File: config.mk
export PLATFORM = sky130hd
export DESIGN_NAME = bidir_stage_xcvr
export DESIGN_NICKNAME = d
export VERILOG_FILES = /design/src/rtl/xcvr_pkg.sv /design/src/rtl/xcvr_lane.sv /design/src/rtl/xcvr_drive_gate.sv /design/src/rtl/bidir_stage_xcvr.sv
export SDC_FILE = /design/constraint.sdc
export NUM_CORES = 1
export LEC_CHECK = 0
export BUFFER_PORTS_ARGS = -buffer_cell sky130_fd_sc_hd__buf_2
export CORE_ASPECT_RATIO = 0.75
export CORE_UTILIZATION = 24
export CTS_CLUSTER_SIZE = 16
export DETAILED_ROUTE_END_ITERATION = 7
export GPL_TIMING_DRIVEN = 1
export PLACE_DENSITY_LB_ADDON = 0.3
export SLEW_MARGIN = 10
export SYNTH_ARGS = -nofsm -noshare
export SYNTH_HDL_FRONTEND = slang
export SYNTH_HIERARCHICAL = 1
export SYNTH_SLANG_ARGS = --single-unit
File: constraint.sdc
create_clock -name clk -period 1.4 [get_ports clk]
set_clock_uncertainty 0.05 [all_clocks]
set_input_delay 0.28 -clock clk [delete_from_list [all_inputs] [get_ports clk]]
set_output_delay 0.28 -clock clk [all_outputs]
set_load 0.02 [all_outputs]
File: src/rtl/xcvr_pkg.sv
package xcvr_pkg;

    typedef enum logic [1:0] {
        LS_PASS_LO = 2'd0,
        LS_PASS_HI = 2'd1,
        LS_ARMED   = 2'd2,
        LS_SPENT   = 2'd3
    } lane_state_e;

    function automatic lane_state_e lane_next(input logic load_en, input logic strobe);
        if (load_en) begin
            return strobe ? LS_PASS_HI : LS_PASS_LO;
        end
        return strobe ? LS_SPENT : LS_ARMED;
    endfunction

endpackage

File: src/rtl/xcvr_lane.sv
module xcvr_lane
    import xcvr_pkg::*;
#(
    parameter int W = 18
) (
    input  logic         clk,
    input  logic         rst,
    input  logic [W-1:0] d_in,
    input  logic         load_en,
    input  logic         strobe,
    output logic [W-1:0] q_out
);

    lane_state_e  state_q;
    lane_state_e  state_d;
    logic [W-1:0] held_q;
    logic         fire;

    // next state and capture decode
    always_comb begin
        state_d = lane_next(load_en, strobe);
        fire    = 1'b0;
        unique case (state_q)
            LS_PASS_LO: fire = !load_en && strobe;
            LS_ARMED:   fire = !load_en && strobe;
            LS_PASS_HI: fire = 1'b0;
            LS_SPENT:   fire = 1'b0;
        endcase
    end

    // state register and stored word
    always_ff @(posedge clk) begin
        if (rst) begin
            state_q <= LS_SPENT;
            held_q  <= '0;
        end else begin
            state_q <= state_d;
            if (load_en || fire) begin
                held_q <= d_in;
            end
        end
    end

    // output: pass-through while enabled, stored word otherwise
    always_comb begin
        q_out = load_en ? d_in : held_q;
    end

endmodule

File: src/rtl/xcvr_drive_gate.sv
module xcvr_drive_gate #(
    parameter bit ACTIVE_LOW = 1'b0
) (
    input  logic en_pin,
    output logic drive
);

    generate
        if (ACTIVE_LOW) begin : g_low
            assign drive = !en_pin;
        end else begin : g_high
            assign drive = en_pin;
        end
    endgenerate

endmodule

File: src/rtl/bidir_stage_xcvr.sv
module bidir_stage_xcvr #(
    parameter int W = 18
) (
    input  logic         clk,
    input  logic         rst,
    input  logic [W-1:0] a_in,
    input  logic [W-1:0] b_in,
    input  logic         ab_load_en,
    input  logic         ab_strobe,
    input  logic         ab_drive_en,
    input  logic         ba_load_en,
    input  logic         ba_strobe,
    input  logic         ba_drive_n,
    output logic [W-1:0] b_out,
    output logic         b_drive,
    output logic [W-1:0] a_out,
    output logic         a_drive
);

    xcvr_lane #(.W(W)) u_ab (
        .clk     (clk),
        .rst     (rst),
        .d_in    (a_in),
        .load_en (ab_load_en),
        .strobe  (ab_strobe),
        .q_out   (b_out)
    );

    xcvr_lane #(.W(W)) u_ba (
        .clk     (clk),
        .rst     (rst),
        .d_in    (b_in),
        .load_en (ba_load_en),
        .strobe  (ba_strobe),
        .q_out   (a_out)
    );

    xcvr_drive_gate #(.ACTIVE_LOW(1'b0)) u_gate_b (
        .en_pin (ab_drive_en),
        .drive  (b_drive)
    );

    xcvr_drive_gate #(.ACTIVE_LOW(1'b1)) u_gate_a (
        .en_pin (ba_drive_n),
        .drive  (a_drive)
    );

endmodule

Word-level counts from Yosys, hierarchy flattened
Index checks and enable logic that the tools add are counted.
{"block": "word_totals", "register_bits": 40, "input_bits": 44, "output_inout_bits": 38, "word_cells": 37}
{"block": "op_classes", "eq_ne": 6, "mux": 14, "n_reduce_logical": 13}
{"cell": "$mux W18", "n": 2}
{"cell": "$eq A2 B2 Y1 const B", "n": 4}
{"cell": "$mux W2", "n": 4}
{"cell": "$reduce_or A2 Y1", "n": 4}
{"cell": "$mux W1", "n": 6}
{"cell": "$eq A2 B1 Y1 const B", "n": 2}
{"cell": "$logic_not A2 Y1", "n": 2}
{"cell": "$pmux W1 S2", "n": 2}
{"cell": "$logic_not A1 Y1", "n": 3}
{"cell": "$logic_and A1 B1 Y1", "n": 2}
{"cell": "$logic_or A1 B1 Y1", "n": 2}

Depth between registers and ports, before layout
Gate-level depths: netlist (run 1).
{"block": "depth", "ltp_word": 4, "ltp_mapped": 5, "ltp_nobuf": 3}

Modules after synthesis
Netlist (run 1), hierarchy kept.
{"module": "xcvr_lane", "n_inst": 2, "cells_each": 102, "area_each_um2": 1111.1, "seq_area_each_um2": 380.4}
{"module": "xcvr_drive_gate (u_gate_b)", "n_inst": 1, "cells_each": 1, "area_each_um2": 7.5, "seq_area_each_um2": 0.0}
{"module": "xcvr_drive_gate (u_gate_a)", "n_inst": 1, "cells_each": 1, "area_each_um2": 3.8, "seq_area_each_um2": 0.0}

Worst setup path after synthesis (run 1)
No wires, ideal clock.
{"block": "synth_path", "kind": "input to output", "startpoint": "input ba_load_en", "endpoint": "output a_out[10]", "t_arrival_ns": 0.892, "t_required_ns": 1.070, "path_slack_ns": 0.178, "cell_stages": 3, "path_buffers": 2, "path_cell_list": "buf_6 > buf_6 > mux2_4"}
{"block": "synth_via", "elab_chain_cells": 1}
{"item": "start, declared", "line": "bidir_stage_xcvr.sv:11", "source": "input logic ba_load_en,"}
{"item": "$mux W18", "line": "xcvr_lane.sv:46", "source": "q_out = load_en ? d_in : held_q;"}
{"item": "end, declared", "line": "bidir_stage_xcvr.sv:16", "source": "output logic [W-1:0] a_out,"}
No other way between the ends.

Final worst setup path (run 1)
{"block": "layout_path", "startpoint": "input ba_load_en", "endpoint": "output a_out[14]"}
Same word-level chain as after synthesis.

==> results of run 1 <==
-- final timing paths --
kind	start	end	slack, ns	cells past startpoint
min	ab_strobe	u_ab/state_q[0]$_SDFF_PP1_	0.16	2
min reg2reg	u_ba/held_q[1]$_SDFFE_PP0P_	u_ba/held_q[1]$_SDFFE_PP0P_	0.42	2
max	ba_load_en	a_out[14]	0.02	4
max reg2reg	u_ba/state_q[0]$_SDFF_PP1_	u_ba/held_q[15]$_SDFFE_PP0P_	0.34	4
-- kinds of logic (layout without fill, tap and decap cells) --
family	after synthesis	after routing
mux	72	72
buf+inv	20	99
simple gates	74	74
compound gates	2	2
flops	38	38
-- area by class of cell --
class	count	area (µm²)
fillers	932	6070
multi-input cells	148	1310
flip-flops and latches	38	761
repair buffers	89	601
well taps	128	160
clock buffers	7	133
inverters	3	11.3
-- metrics by stage --
stage,std cells,util (%)
after global routing,413,32.9
after detailed placement,403,30.5
after floorplan,206,-
final,413,32.9
after global placement,403,30.5
after CTS,410,31.9
-- layout by cell type, fill, tap and decap left out, types with 3 or more instances in the layout --
master,n
mux2i_1,36
mux2_4,18
inv_1,3
buf_4,3
buf_12,5
nand2b_1,72
mux2_2,18
clkbuf_16,8
buf_2,76
dfxtp_1,38
-- flip-flops by register name (all words and copies together) (netlist names) --
| signal | count |
|---|---|
| u_ab/held_q | 18 |
| u_ba/held_q | 18 |
| u_ba/state_q | 1 |
| u_ab/state_q | 1 |
-- layer usage --
layer / vias to the layer above / global-route usage (%) / wire length [µm]
met5: - / 0 / 0
met4: 0 / 3.23 / 53
met3: 7 / 3.39 / 249
met2: 51 / 15.2 / 1910
met1: 728 / 11.4 / 2320
li1: 838 / - / -
-- power breakdown --
| group | switching, W | internal [W] | leakage [nW] |
|---|---|---|---|
| combinational | 0.000327 | 0.000365 | 1.02 |
| sequential | 0.0000359 | 0.00116 | 0.315 |
| clock | 0.000418 | 0.000651 | 0.0640 |
| total | 0.000780 | 0.00217 | 1.40 |
-- timing repair --
action,in CTS,in global routing
endpoints found under the setup margin,6,17
gates cloned,0,3
resized for setup,0,7
-- critical path, stage by stage --
cell,delay (ns)
buf_4,0.14
clkbuf_16,0.17
mux2_4,0.30
buf_2,0.16
-- cells in the mapped netlist --
library cell | number | area share (%)
a21oi_2 | 2 | 0.78
buf_6 | 6 | 3.0
buf_12 | 2 | 1.8
mux2_4 | 18 | 12
inv_1 | 3 | 0.50
buf_4 | 1 | 0.34
clkbuf_2 | 2 | 0.45
mux2i_1 | 36 | 16
or2_2 | 2 | 0.56
dfxtp_1 | 38 | 34
nand2b_1 | 72 | 20
clkbuf_1 | 6 | 1.0
mux2_2 | 18 | 9.1
==> flow_summary.json, run 1 <==
{
  "post_drt_wl_per_cell_um": 11.0,
  "place_area_um2": 2760,
  "clkLatencyLatePin_ns": 0.28,
  "routed_wl_um": 4530,
  "die_area_um2": 9700,
  "overflow": 0,
  "grt_pass1_wl_um": 7100,
  "min_path_type": "primary input to register",
  "drive_gt1_share_pct": 47.0,
  "ant_nets": 0,
  "clockBufferDepth": 2,
  "finalWorstSetupSlack_ns": 0.0215,
  "grt_max_degree": 75,
  "synth-warning-count": 6,
  "period_minus_slack_ns": 1.38,
  "pre_cts_ws_ns": -0.00340,
  "leakagePower_nw": 1.40,
  "ys_types": 13,
  "synth_compound_area_share_pct": 0.784,
  "grt_antenna_before_repair": 0,
  "seq_area_frac_synth_pct": 34.1,
  "fmax_mhz": 725,
  "die_w_um": 113,
  "core_um2": 9050,
  "path_class": "primary input to output pin",
  "portBuffers": 79,
  "h-tree-depth": 2,
  "cap_violations": 0,
  "tns_ns": 0,
  "first_pass_iters": 4,
  "muxShareOfSynthArea_pct": 37.3,
  "drc": 0,
  "vias": 1624,
  "synth_top_family_by_area": "multiplexers",
  "setup_viol": 0,
  "synth_xor_area_share_pct": 0,
  "drt_iter0_drc": 46,
  "startpoint_type": "primary input",
  "area.growth.synth_to_final_pct": 33.4,
  "irDropWorstVdd_v": 0.000373,
  "numCtsBuffers": 5,
  "syn_nets": 250,
  "synth_fa_ha_area_share_pct": 0,
  "holdWs_ns": 0.161,
  "gp_congestion": 0.615,
  "maxSlewViolCount": 0,
  "start_util_pct": 24.7,
  "pwr_density_cell_nw_per_um2": 991,
  "endpoint_kind": "output pin",
  "maxSlewHeadroom_pct": 85.0,
  "yosys.area_share.simple_pct": 20.7,
  "cp.required_ns": 1.07,
  "power_w": 0.00295,
  "finalHoldViolCount": 0,
  "grt_use_total_pct": 9.33,
  "final_cell_area_um2": 2980,
  "hpwlAfterDp_um": 2950,
  "die_y_um": 85.5,
  "cts_root_buffer": "clkbuf_16",
  "avgViaCountPerCell": 3.93,
  "hold_buffers": 0,
  "ys_ff_latch": 38,
  "grt_pass1_vias": 1518,
  "cts_setup_buffers": 0,
  "status": "completed",
  "syn_avg_cell_area_um2": 10.8,
  "clkSinkCount": 38,
  "boundaryPins": 82,
  "layout.nets": 329,
  "cts_tree": "done",
  "worstMarginPinSlew_ns": 0.225,
  "synth.cell_area_um2": 2230,
  "period_share_pct": 98.5,
  "crit_fanout": 7,
  "cp.arrival_ns": 1.05,
  "path_clk_slew_ns": 0.05,
  "syn-instance-count": 206,
  "std_cell_rows": 30,
  "antenna_cells": 0
}
No activity file was read; power rests on OpenSTA's default activity.
==> inputs of run 2 (changes only) <==
--- a/config.mk
+++ b/config.mk
@@ -12,5 +12,5 @@
 export DETAILED_ROUTE_END_ITERATION = 7
 export GPL_TIMING_DRIVEN = 1
-export PLACE_DENSITY_LB_ADDON = 0.3
+export PLACE_DENSITY = 0.48
 export SLEW_MARGIN = 10
 export SYNTH_ARGS = -nofsm -noshare
==> constraint.sdc (replaced) <==
create_clock -name clk -period 1.4 [get_ports clk]
set_clock_uncertainty 0.05 [all_clocks]
set_input_delay 0.07 -clock clk [delete_from_list [all_inputs] [get_ports clk]]
set_output_delay 0.07 -clock clk [all_outputs]
set_load 0.02 [all_outputs]
==> flow_summary.json, run 2 (synthesized netlist as in run 1, its figures left out) <==
{
  "std_cell_rows": 30,
  "post_drt_wl_per_cell_um": 11.0,
  "period_share_pct": 89.4,
  "path_clk_slew_ns": 0.06,
  "path_class": "primary input to output pin",
  "leakagePower_nw": 1.37,
  "layout_commonest_cell": "buf_2",
  "critPathLaunch": "a_in[15]",
  "mostFrequentLayoutCells": "79 x buf_2, 72 x nand2b_1, 38 x dfxtp_1",
  "core_um2": 9050,
  "finalHoldViolCount": 0,
  "fin_cells": 414,
  "seq_power_share_pct": 39.8,
  "drc": 0,
  "holdWs_ns": 0.00704,
  "crit_slowest_cell": "dlygate4sd3_1",
  "cts_root_buffer": "clkbuf_16",
  "die_y_um": 85.5,
  "ant_nets": 0,
  "top_regs": "u_ab/held_q (18), u_ba/held_q (18)",
  "r2r_start": "u_ba/state_q[0]$_SDFF_PP1_",
  "maxSlewHeadroom_pct": 84.9,
  "pwr-share-comb_pct": 22.3,
  "cp.required_ns": 1.28,
  "die_area_um2": 9700,
  "p_int_w": 0.00221,
  "boundaryPins": 82,
  "p_clk_share_pct": 37.9,
  "reg2reg_depth": 4,
  "overflow": 0,
  "drive_gt1_share_pct": 46.2,
  "power_w": 0.00299,
  "clockBufferDepth": 2,
  "reg2reg_slack_ns": 0.35,
  "vias": 1615,
  "status": "completed",
  "reg2reg_to": "u_ba/held_q[9]$_SDFFE_PP0P_",
  "clkLatencyLatePin_ns": 0.28,
  "grt_pass1_vias": 1590,
  "grt_antenna_before_repair": 0,
  "cpMostUsedCell": "buf_2",
  "avgViaCountPerCell": 3.90,
  "min_from": "b_in[7]",
  "clkSinkCount": 38,
  "holdPathStages": 3,
  "drt_iter0_drc": 51,
  "endpoint_kind": "output pin",
  "area.growth.synth_to_final_pct": 30.9,
  "crit_path_max_incr_delay_ns": 0.53,
  "maxSlewViolCount": 0,
  "startpoint_type": "primary input",
  "antenna_cells": 0,
  "cp.arrival_ns": 1.13,
  "p_switching_w": 0.000787,
  "nFillCells": 955,
  "setup_viol": 0,
  "post_cts_resized": 0,
  "crit_fanout": 2,
  "fmax_mhz": 799,
  "cts_tree": "done",
  "layout.nets": 329,
  "die_w_um": 113,
  "h-tree-depth": 2,
  "crit_chain": "dlygate4sd3_1 > buf_2 > mux2_2 > buf_2",
  "grt_use_total_pct": 9.74,
  "worstMarginPinSlew_ns": 0.226,
  "cap_violations": 0,
  "dp.cells": 402,
  "numCtsBuffers": 5,
  "start_util_pct": 24.7,
  "min_to": "u_ba/held_q[7]$_SDFFE_PP0P_",
  "portBuffers": 79,
  "tns_ns": 0,
  "hpwlAfterDp_um": 3080,
  "grt_max_degree": 75,
  "path_delay_family": "buffers and inverters",
  "rsz0062_at_grt": "false",
  "pwr_density_cell_nw_per_um2": 1020,
  "p_sw_share_pct": 26.3,
  "first_pass_iters": 4,
  "irDropWorstVdd_v": 0.000398,
  "period_minus_slack_ns": 1.25,
  "min_path_type": "primary input to register",
  "routed_wl_um": 4540,
  "crit_buf_inv": 3,
  "grt_pass1_wl_um": 7440,
  "gp_congestion": 0.633
}
[run 2: cell count changes in the layout (fill, tap and decap cells not counted)]
cell | previous run | this run
clkbuf_16 | 8 | 5
clkbuf_1 | 2 | 1
buf_6 | 2 | 0
buf_12 | 5 | 4
buf_4 | 3 | 2
clkinv_2 | 0 | 1
clkbuf_8 | 0 | 1
dlygate4sd3_1 | 0 | 4
buf_2 | 76 | 79
[run 2: layout make-up]
| type | instances | area, µm² | area share, % |
|---|---|---|---|
| Clock buffer | 7 | 143 | 4.88 |
| Clock inverter | 1 | 5.00 | 0.171 |
| Inverter | 3 | 11.3 | 0.385 |
| Multi-Input combinational cell | 148 | 1310 | 44.9 |
| Sequential cell | 38 | 761 | 26.0 |
| Tap cell | 128 | 160 | 5.48 |
| Timing Repair Buffer | 89 | 531 | 18.1 |
[run 2: power by group through the flow]
stage | clock network [W] | logic, W | registers [W]
2_1_floorplan | 0 | 0.000485 | 0.00121
5_1_grt | 0.00123 | 0.000722 | 0.00120
4_1_cts | 0.00120 | 0.000678 | 0.00119
3_3_place_gp | 0 | 0.000661 | 0.00121
3_5_place_dp | 0 | 0.000667 | 0.00121
6_report | 0.00113 | 0.000667 | 0.00119
[run 2: metal layers]
metal	vias up	global-route usage (%)	part of all wire, %
met5	-	0	0
met1	729	11.6	48
met4	0	2.87	0.40
li1	833	-	-
met3	2	3.46	6.3
met2	51	16.6	45
[run 2: worst max path at each step]
stage / end / depth (start not counted)
6_report: b_out[15] / 4
5_1_grt: b_out[4] / 4
4_1_cts: b_out[15] / 4
3_5_place_dp: a_out[17] / 4
3_3_place_gp: a_out[3] / 4
2_1_floorplan: u_ab/held_q[0]$_SDFFE_PP0P_ / 5
[run 2: through the flow]
stage | instance area [µm²] | setup WS (ns) | util (%)
floorplan | 2230 | 0.367 | -
global placement | 2740 | 0.312 | 30.2
detailed placement | 2740 | 0.302 | 30.2
CTS | 2920 | 0.151 | 32.3
global route | 2920 | 0.120 | 32.3
finish | 2920 | 0.148 | 32.3
[run 2: tightest hold or removal path, stage by stage]
cell      delay (ns)
buf_2           0.10
nand2b_1        0.06
mux2i_1         0.05
[run 2: what timing repair did]
item / 4_1_cts / 5_1_grt
endpoints found under the hold margin: 4 / 0
setup buffers: 0 / 0
hold buffers: 4 / 0
endpoints found under the setup margin: 0 / 0
==> inputs of run 3 (changes only) <==
RECOVER_POWER = 25   (was default)
==> flow_summary.json, run 3 (synthesized netlist as in run 1, its figures left out) <==
{
  "status": "completed",
  "die_w_um": 113,
  "nFillCells": 960,
  "numCtsBuffers": 5,
  "grt_max_degree": 75,
  "clkSinkCount": 38,
  "std_cell_rows": 30,
  "irDropWorstVdd_v": 0.000397,
  "cts_setup_buffers": 0,
  "layout.nets": 329,
  "hpwlAfterDp_um": 3080,
  "cts_tree": "done",
  "tns_ns": 0,
  "antenna_cells": 0,
  "path_clk_slew_ns": 0.06,
  "period_share_pct": 89.5,
  "reg2reg_depth": 4,
  "startpoint_type": "primary input",
  "rsz0062_at_grt": "false",
  "pwr-share-comb_pct": 22.0,
  "layout_commonest_cell": "nand2b_1",
  "drive_gt1_share_pct": 39.9,
  "pwr_density_cell_nw_per_um2": 1030,
  "dp.cells": 402,
  "core_um2": 9050,
  "grt_pass1_vias": 1590,
  "seq_area_um2": 761,
  "start_util_pct": 24.7,
  "p_int_w": 0.00219,
  "finalHoldViolCount": 0,
  "gp_congestion": 0.633,
  "drt_iter0_drc": 54,
  "min_path_type": "primary input to register",
  "boundaryPins": 82,
  "leakagePower_nw": 1.31,
  "h-tree-depth": 2,
  "p_clk_share_pct": 38.0,
  "hold_buffers": 4,
  "cp.arrival_ns": 1.13,
  "fin_cells": 414,
  "setup_viol": 0,
  "cts_root_buffer": "clkbuf_16",
  "maxSlewViolCount": 0,
  "ant_nets": 0,
  "worstMarginPinSlew_ns": 0.272,
  "fmax_mhz": 798,
  "grt_antenna_before_repair": 0,
  "path_class": "primary input to output pin",
  "crit_fanout": 2,
  "first_pass_iters": 4,
  "mostFrequentLayoutCells": "72 x nand2b_1, 61 x buf_2, 38 x dfxtp_1",
  "grt_use_total_pct": 9.74,
  "multi_input_area_um2": 1310,
  "period_minus_slack_ns": 1.25,
  "maxSlewHeadroom_pct": 81.9,
  "cp.required_ns": 1.28,
  "power_w": 0.00298,
  "overflow": 0,
  "holdPathStages": 3,
  "vias": 1613,
  "endpoint_kind": "output pin",
  "top_regs": "u_ab/held_q (18), u_ba/held_q (18)",
  "grt_pass1_wl_um": 7440,
  "clkLatencyLatePin_ns": 0.28,
  "area.growth.synth_to_final_pct": 29.9,
  "reg2reg_slack_ns": 0.35,
  "cap_violations": 0,
  "die_y_um": 85.5,
  "post_cts_resized": 0,
  "p_sw_share_pct": 26.4,
  "die_area_um2": 9700,
  "clockBufferDepth": 2,
  "seq_power_share_pct": 40.0,
  "avgViaCountPerCell": 3.90,
  "p_switching_w": 0.000788,
  "portBuffers": 79,
  "drc": 0,
  "routed_wl_um": 4550,
  "post_drt_wl_per_cell_um": 11.0
}
==> run 3: cell count changes in the layout (fill, tap and decap cells not counted) <==
cell	before	now
buf_2	79	61
clkbuf_1	1	19
==> run 3: path summary, 6_finish.rpt <==
check                                            startpoint                          end
worst min register to register  u_ba/held_q[1]$_SDFFE_PP0P_  u_ba/held_q[1]$_SDFFE_PP0P_
worst max-delay path                               a_in[15]                    b_out[15]
worst min-delay path                                b_in[7]  u_ba/held_q[7]$_SDFFE_PP0P_
worst max register to register   u_ba/state_q[0]$_SDFF_PP1_  u_ba/held_q[9]$_SDFFE_PP0P_
==> run 3: cell type report <==
type                       instances  share of cell area (%)
clock buffer                       7                    4.92
clock inverter                     1                   0.172
inverter                           3                   0.388
multi-input combinational        148                    45.3
sequential                        38                    26.2
tap                              128                    5.52
timing repair buffer              89                    17.5
==> run 3: layer usage <==
metal  track usage (%)  wire [µm]  vias to the layer above
met2              16.6       2040                       51
li1                  -          -                      833
met3              3.46        283                        2
met4              2.87         18                        0
met5                 0          0                        -
met1              11.6       2210                      727
==> run 3: critical path, cell delays in order <==
cell	delay (ns)
dlygate4sd3_1	0.53
buf_2	0.13
mux2_2	0.25
buf_2	0.16
==> run 3: through the flow <==
stage | cell area, µm² | hold WS [ns] | util, % | worst slack (ns)
after CTS | 2920 | 0.000338 | 32.3 | 0.151
after global placement | 2740 | 0.0901 | 30.2 | 0.312
after floorplan | 2230 | 0.124 | - | 0.367
after global routing | 2900 | 0.00859 | 32.1 | 0.120
final | 2900 | 0.00704 | 32.1 | 0.147
after detailed placement | 2740 | 0.0901 | 30.2 | 0.302
==> run 3: power groups by stage <==
stage	registers, W	logic, W	clock network, W
2_1_floorplan	0.00121	0.000485	0
3_3_place_gp	0.00121	0.000661	0
3_5_place_dp	0.00121	0.000667	0
4_1_cts	0.00119	0.000678	0.00120
5_1_grt	0.00120	0.000712	0.00123
6_report	0.00119	0.000657	0.00113
